File: src/rtl/tmac_pkg.sv
package tmac_pkg;
  typedef struct packed {
    logic valid;
    logic first;
    logic last;
  } row_tag_t;
endpackage

File: src/rtl/tmac_row_seq.sv
module tmac_row_seq #(
  parameter int K = 5,
  localparam int RW = (K > 1) ? $clog2(K) : 1
) (
  input  logic          clk_i,
  input  logic          rst_ni,
  input  logic          valid_i,
  output logic [RW-1:0] row_o,
  output logic          first_o,
  output logic          last_o
);
  localparam logic [RW-1:0] LAST_ROW = RW'(K - 1);

  logic [RW-1:0] row_q;

  always_ff @(posedge clk_i or negedge rst_ni) begin
    if (!rst_ni) row_q <= '0;
    else if (valid_i) row_q <= (row_q == LAST_ROW) ? '0 : row_q + 1'b1;
  end

  assign row_o   = row_q;
  assign first_o = valid_i && (row_q == '0);
  assign last_o  = valid_i && (row_q == LAST_ROW);
endmodule

File: src/rtl/tmac_mul_lane.sv
module tmac_mul_lane #(
  parameter int AW  = 16,
  parameter int BW  = 16,
  parameter int LAT = 2,
  localparam int PW = AW + BW
) (
  input  logic          clk_i,
  input  logic          rst_ni,
  input  logic [AW-1:0] a_i,
  input  logic [BW-1:0] b_i,
  output logic [PW-1:0] p_o
);
  logic signed [PW-1:0] p_q [LAT];

  always_ff @(posedge clk_i or negedge rst_ni) begin
    if (!rst_ni) begin
      for (int k = 0; k < LAT; k++) p_q[k] <= '0;
    end else begin
      p_q[0] <= $signed(a_i) * $signed(b_i);
      for (int k = 1; k < LAT; k++) p_q[k] <= p_q[k-1];
    end
  end

  assign p_o = p_q[LAT-1];
endmodule

File: src/rtl/tmac_adder_tree.sv
module tmac_adder_tree #(
  parameter int N  = 5,
  parameter int IW = 32,
  parameter int OW = 38,
  localparam int LVL = (N > 1) ? $clog2(N) : 1,
  localparam int NP  = 1 << LVL
) (
  input  logic          clk_i,
  input  logic          rst_ni,
  input  logic [N*IW-1:0] in_i,
  output logic [OW-1:0] sum_o
);
  logic signed [OW-1:0] leaf [NP];

  always_comb begin
    for (int i = 0; i < NP; i++) leaf[i] = '0;
    for (int i = 0; i < N; i++) leaf[i] = OW'($signed(in_i[i*IW +: IW]));
  end

  for (genvar l = 0; l < LVL; l++) begin : g_lvl
    localparam int NN = NP >> (l + 1);
    logic signed [OW-1:0] s_q [NN];
    if (l == 0) begin : g_leaf
      always_ff @(posedge clk_i or negedge rst_ni) begin
        if (!rst_ni) for (int i = 0; i < NN; i++) s_q[i] <= '0;
        else for (int i = 0; i < NN; i++) s_q[i] <= leaf[2*i] + leaf[2*i+1];
      end
    end else begin : g_node
      always_ff @(posedge clk_i or negedge rst_ni) begin
        if (!rst_ni) for (int i = 0; i < NN; i++) s_q[i] <= '0;
        else for (int i = 0; i < NN; i++)
          s_q[i] <= g_lvl[l-1].s_q[2*i] + g_lvl[l-1].s_q[2*i+1];
      end
    end
  end

  assign sum_o = g_lvl[LVL-1].s_q[0];
endmodule

File: src/rtl/tmac_delay.sv
module tmac_delay #(
  parameter int W = 8,
  parameter int D = 4
) (
  input  logic         clk_i,
  input  logic         rst_ni,
  input  logic [W-1:0] d_i,
  output logic [W-1:0] q_o
);
  logic [W-1:0] sr_q [D];

  always_ff @(posedge clk_i or negedge rst_ni) begin
    if (!rst_ni) begin
      for (int k = 0; k < D; k++) sr_q[k] <= '0;
    end else begin
      sr_q[0] <= d_i;
      for (int k = 1; k < D; k++) sr_q[k] <= sr_q[k-1];
    end
  end

  assign q_o = sr_q[D-1];
endmodule

File: src/rtl/tmac_row_unit.sv
module tmac_row_unit
  import tmac_pkg::*;
#(
  parameter int NBH     = 2,
  parameter int SW      = 16,
  parameter int TW      = 16,
  parameter int CW      = 16,
  parameter int FRAC    = 8,
  parameter int MUL_LAT = 2,
  localparam int K      = 2 * NBH + 1
) (
  input  logic            clk_i,
  input  logic            rst_ni,
  input  logic            row_valid_i,
  input  logic [K*TW-1:0] tmpl_row_i,
  input  logic [K*SW-1:0] state_row_i,
  input  logic [CW-1:0]   const_i,
  input  logic [SW-1:0]   old_state_i,
  output logic [SW-1:0]   result_o,
  output logic            result_valid_o
);
  localparam int LVL   = $clog2(K);
  localparam int PW    = TW + SW;
  localparam int AW    = PW + 2 * LVL;
  localparam int RW    = AW + 2;
  localparam int PIPE  = MUL_LAT + LVL;
  localparam int LAT   = K - 1 + PIPE;
  localparam int RIW   = $clog2(K);
  localparam longint SMAX = (longint'(1) << (SW - 1)) - 1;
  localparam longint SMIN = -SMAX - 1;

  logic [RIW-1:0] row_idx;
  logic           first_row, last_row;

  tmac_row_seq #(.K(K)) u_seq (
    .clk_i   (clk_i),
    .rst_ni  (rst_ni),
    .valid_i (row_valid_i),
    .row_o   (row_idx),
    .first_o (first_row),
    .last_o  (last_row)
  );

  logic [K*PW-1:0] prod;

  for (genvar j = 0; j < K; j++) begin : g_lane
    tmac_mul_lane #(.AW(TW), .BW(SW), .LAT(MUL_LAT)) u_mul (
      .clk_i  (clk_i),
      .rst_ni (rst_ni),
      .a_i    (tmpl_row_i[j*TW +: TW]),
      .b_i    (state_row_i[j*SW +: SW]),
      .p_o    (prod[j*PW +: PW])
    );
  end

  logic [AW-1:0] row_sum;

  tmac_adder_tree #(.N(K), .IW(PW), .OW(AW)) u_tree (
    .clk_i  (clk_i),
    .rst_ni (rst_ni),
    .in_i   (prod),
    .sum_o  (row_sum)
  );

  row_tag_t tag_in, tag_d;
  assign tag_in = '{valid: row_valid_i, first: first_row, last: last_row};

  tmac_delay #(.W($bits(row_tag_t)), .D(PIPE)) u_tag_dly (
    .clk_i  (clk_i),
    .rst_ni (rst_ni),
    .d_i    (tag_in),
    .q_o    (tag_d)
  );

  // x and g ride a free-running line sized to the whole cell latency
  logic [SW+CW-1:0] xg_d;
  logic [SW-1:0]    x_d;
  logic [CW-1:0]    g_d;

  tmac_delay #(.W(SW + CW), .D(LAT)) u_xg_dly (
    .clk_i  (clk_i),
    .rst_ni (rst_ni),
    .d_i    ({old_state_i, const_i}),
    .q_o    (xg_d)
  );
  assign {x_d, g_d} = xg_d;

  logic signed [AW-1:0] acc_q, total;
  logic signed [AW-1:0] scaled;
  logic signed [RW-1:0] full;
  logic        [SW-1:0] sat_val;

  always_comb begin
    total   = tag_d.first ? $signed(row_sum) : acc_q + $signed(row_sum);
    scaled  = total >>> FRAC;
    full    = RW'(scaled) + RW'($signed(x_d)) + RW'($signed(g_d));
    if (full > RW'(SMAX))      sat_val = SW'(SMAX);
    else if (full < RW'(SMIN)) sat_val = SW'(SMIN);
    else                       sat_val = SW'(full);
  end

  always_ff @(posedge clk_i or negedge rst_ni) begin
    if (!rst_ni) acc_q <= '0;
    else if (tag_d.valid) acc_q <= total;
  end

  logic [SW-1:0] res_q;
  logic          res_v_q;

  always_ff @(posedge clk_i or negedge rst_ni) begin
    if (!rst_ni) begin
      res_q   <= '0;
      res_v_q <= 1'b0;
    end else begin
      res_v_q <= tag_d.valid && tag_d.last;
      if (tag_d.valid && tag_d.last) res_q <= sat_val;
    end
  end

  assign result_o       = res_q;
  assign result_valid_o = res_v_q;
endmodule

File: config.mk
export PLATFORM = sky130hd
export DESIGN_NAME = tmac_row_unit
export DESIGN_NICKNAME = d
export VERILOG_FILES = /design/src/rtl/tmac_pkg.sv /design/src/rtl/tmac_row_seq.sv /design/src/rtl/tmac_mul_lane.sv /design/src/rtl/tmac_adder_tree.sv /design/src/rtl/tmac_delay.sv /design/src/rtl/tmac_row_unit.sv
export SDC_FILE = /design/constraint.sdc
export NUM_CORES = 2
export LEC_CHECK = 0
export ABC_CLOCK_PERIOD_IN_PS = 5300
export CORE_AREA = 8 8 396 398
export DETAILED_ROUTE_END_ITERATION = 8
export DIE_AREA = 0 0 404 406
export PLACE_DENSITY = 0.75
export SLEW_MARGIN = 20
export SYNTH_ARGS = -nofsm -noshare
export SYNTH_HDL_FRONTEND = slang
export SYNTH_SLANG_ARGS = --single-unit
File: constraint.sdc
create_clock -name clk_i -period 5.3 [get_ports clk_i]
set_clock_uncertainty 0.2 [all_clocks]
set_input_delay 1.06 -clock clk_i [delete_from_list [all_inputs] [get_ports clk_i]]
set_output_delay 1.06 -clock clk_i [all_outputs]
set_load 0.005 [all_outputs]
==> results.py <==
metrics = {
    "outcome": {
        "status": "finished, violations left",
        "failed_checks": "negative setup slack",
    },
    "timing": {
        "timing.fmax_mhz": 153,
        "hold_violations": 0,
        "fin_crit_sh_pct": 123,
        "drv_slew": 0,
        "worst_pin_slew_ns": 0.860,
        "fin_ws_ns": -1.22,
        "setup_viol": 117,
        "fin_crit_ns": 6.52,
        "relSlewSlack_pct": 42.6,
        "rsz0062_at_grt": "yes",
    },
    "run": {
        "cap_violations": 0,
    },
    "synthesis": {
        "synth_cell_types": 93,
        "synth_edf_count": 0,
        "synth_top_area_cell": "fa_1",
        "synth.area.top_cells": "fa_1, dfrtp_1, ha_1, inv_1, and2_1",
        "synth_common_cells": "inv_1, fa_1, dfrtp_1, nand2_1, ha_1",
        "synth_flop_cell": "dfrtp_1",
        "avgSynthCellArea_um2": 10.5,
        "syn_area_um2": 82200,
        "synth_cells": 7853,
        "synth_top_area_share_pct": 32.8,
        "synthesis.nets": 10000,
        "yosysMostFrequentCell": "inv_1",
        "ys_seq_area_share_pct": 27.0,
        "ys_ff_latch": 887,
        "async_flop_share_pct": 100,
        "ys_warn_count": 0,
    },
    "finish": {
        "multi_input_area_um2": 57200,
        "nets": 11400,
        "seqCellArea_um2": 22200,
        "synthToLayoutAreaGrowth_pct": 25.9,
        "layout-drive-gt1-share_pct": 24.8,
        "fillers": 10600,
    },
    "placement": {
        "gp_congestion": 0.918,
        "io_buffer_count": 211,
        "pre_cts_ws_ns": -2.57,
        "hpwl_mm": 159,
    },
    "die": {
        "die_w_um": 404,
        "initial_utilization_pct": 54.6,
        "placementRows": 143,
        "die_area_um2": 164000,
        "core_um2": 151000,
        "ioPinCount": 212,
        "die_h_um": 406,
    },
    "clock_network": {
        "ctsRootBufferMaster": "clkbuf_16",
        "clock_sinks": 887,
        "clock_latency_ns": 0.66,
        "htree_levels": 3,
        "cts_buffer_depth": 3,
        "cts_tree": "yes",
        "cts_buffers": 88,
        "clk_pin_slew_ns": 0.07,
    },
    "drt": {
        "drt_wl_total_mm": 204,
        "vias": 59300,
        "first_iter_violations": 3635,
        "first_pass_iters": 8,
        "route.detailed.drc": 0,
        "antenna_left": 0,
        "viasPerCell": 5.23,
        "routedWlPerCell_um": 18.0,
    },
    "critical_path": {
        "cp-start-kind": "input port",
        "arrival_ns": 6.89,
        "cp_max_fo": 6,
        "critPathKind": "input port to flop",
        "worst_ep_required_time_ns": 5.67,
        "endpoint_kind": "flop",
    },
    "grt": {
        "track_usage_pct": 24.7,
        "antenna_found_initial": 10,
        "grt_overflow": 0,
        "grt_pass1_wl_mm": 331,
        "grt_pass1_vias": 65300,
        "grt_start_max_net_pins": 125,
    },
    "hold_path": {
        "min_path_type": "flop to flop",
    },
}
routing by layer:
layer	routed length [um]	track usage [%]	up-vias	share of wire, %
li1	-	-	26900	-
met1	83600	32.5	30400	41
met2	104000	43.0	1495	51
met3	8160	2.83	476	4.0
met4	8240	8.50	0	4.0
met5	0	0	-	0
area by class of cell:
class | count | share of cell area [%]
clock inverter | 44 | 0.490
multi-input combinational | 5207 | 55.3
timing repair buffer | 1467 | 12.2
inverter | 1577 | 5.73
clock buffer | 118 | 2.36
sequential | 887 | 21.4
tap | 2030 | 2.45
antenna | 9 | 0.0218
stage by stage:
stage / hold slack, ns / setup TNS, ns / std cells / util, % / area (um^2)
CTS: 0.105 / -70.96 / 11300 / 67.2 / 101000
finish: 0.107 / -78.54 / 11300 / 68.7 / 104000
detailed placement: 0.135 / -203.85 / 11000 / 63.5 / 95700
floorplan: 0.131 / -75.17 / 7853 / - / 84600
global placement: 0.131 / -195.02 / 11000 / 63.5 / 95700
global route: 0.120 / -96.42 / 11300 / 68.7 / 104000
final timing paths:
path	from	end	slack, ns	cells past startpoint
worst max-delay path	tmpl_row_i[39]	g_lane[2].u_mul.p_q[63]	-1.22	26
worst min-delay path	u_xg_dly.sr_q[89]	u_xg_dly.sr_q[57]	0.11	0
worst max register to register	u_tree.sum_o[0]	result_o[8]	-0.75	30
worst min register to register	u_xg_dly.sr_q[89]	u_xg_dly.sr_q[57]	0.11	0
max in group asynchronous	rst_ni	u_tree.g_lvl[0].s_q[60]	3.26	2
min in group asynchronous	rst_ni	result_o[14]	0.27	1
cell families after synthesis:
logic type	Yosys count	synth area share, %
compound gates	935	7.45
simple gates	1953	11.5
fa+ha+maj	1959	42.1
mux	16	0.199
xor+xnor	344	3.66
buf+inv	1759	8.05
flops	887	27.0
sequential cells by signal (all words and copies together) (netlist names), 16 cells and up:
signal,flops
u_xg_dly.sr_q,256
g_lane.u_mul.p_o,160
acc_q,38
g_lane.u_mul.p_q,160
u_tree.sum_o,38
u_tree.g_lvl.s_q,168
u_xg_dly.q_o,32
result_o,16
critical path: stages:
cell,delay [ns]
buf_2,0.09
buf_8,0.11
buf_4,0.11
nand2_4,0.04
fa_1,0.52
inv_1,0.05
fa_1,0.49
inv_1,0.06
fa_1,0.50
inv_2,0.05
fa_1,0.53
inv_1,0.05
fa_1,0.50
inv_2,0.04
fa_1,0.54
ha_4,0.22
o21ai_2,0.13
nand2b_1,0.10
a21oi_2,0.22
a31oi_4,0.07
a2111oi_4,0.40
o31ai_4,0.10
o41a_1,0.43
a21o_1,0.21
a21oi_2,0.14
xnor2_1,0.12
layout by cell type, fill, tap and decap left out, drive strengths merged, types with 26 or more instances in the layout:
master / instances
and3: 37
a21o: 146
and2: 521
nand2: 825
a31oi: 26
dlygate4sd2: 26
nand2b: 110
o21ai: 169
a21oi: 301
clkbuf: 145
o21bai: 41
nand3: 53
buf: 1340
o21a: 48
nor2: 241
inv: 1587
nor2b: 34
fa: 1346
nor3: 54
ha: 613
clkdlybuf4s50: 55
a211oi: 31
dfrtp: 887
xor2: 83
xnor2: 261
repair_timing:
item | in CTS | in global routing
resized for setup | 861 | 601
cloned | 11 | 2
buffers inserted | 129 | 98
setup endpoints to repair | 129 | 125
hold buffers | 0 | 0
pin swaps | 257 | 398
Power is left out: the tool's default activity adds up to more than one toggle a clock period on the data nets, which glitch-free logic cannot reach.
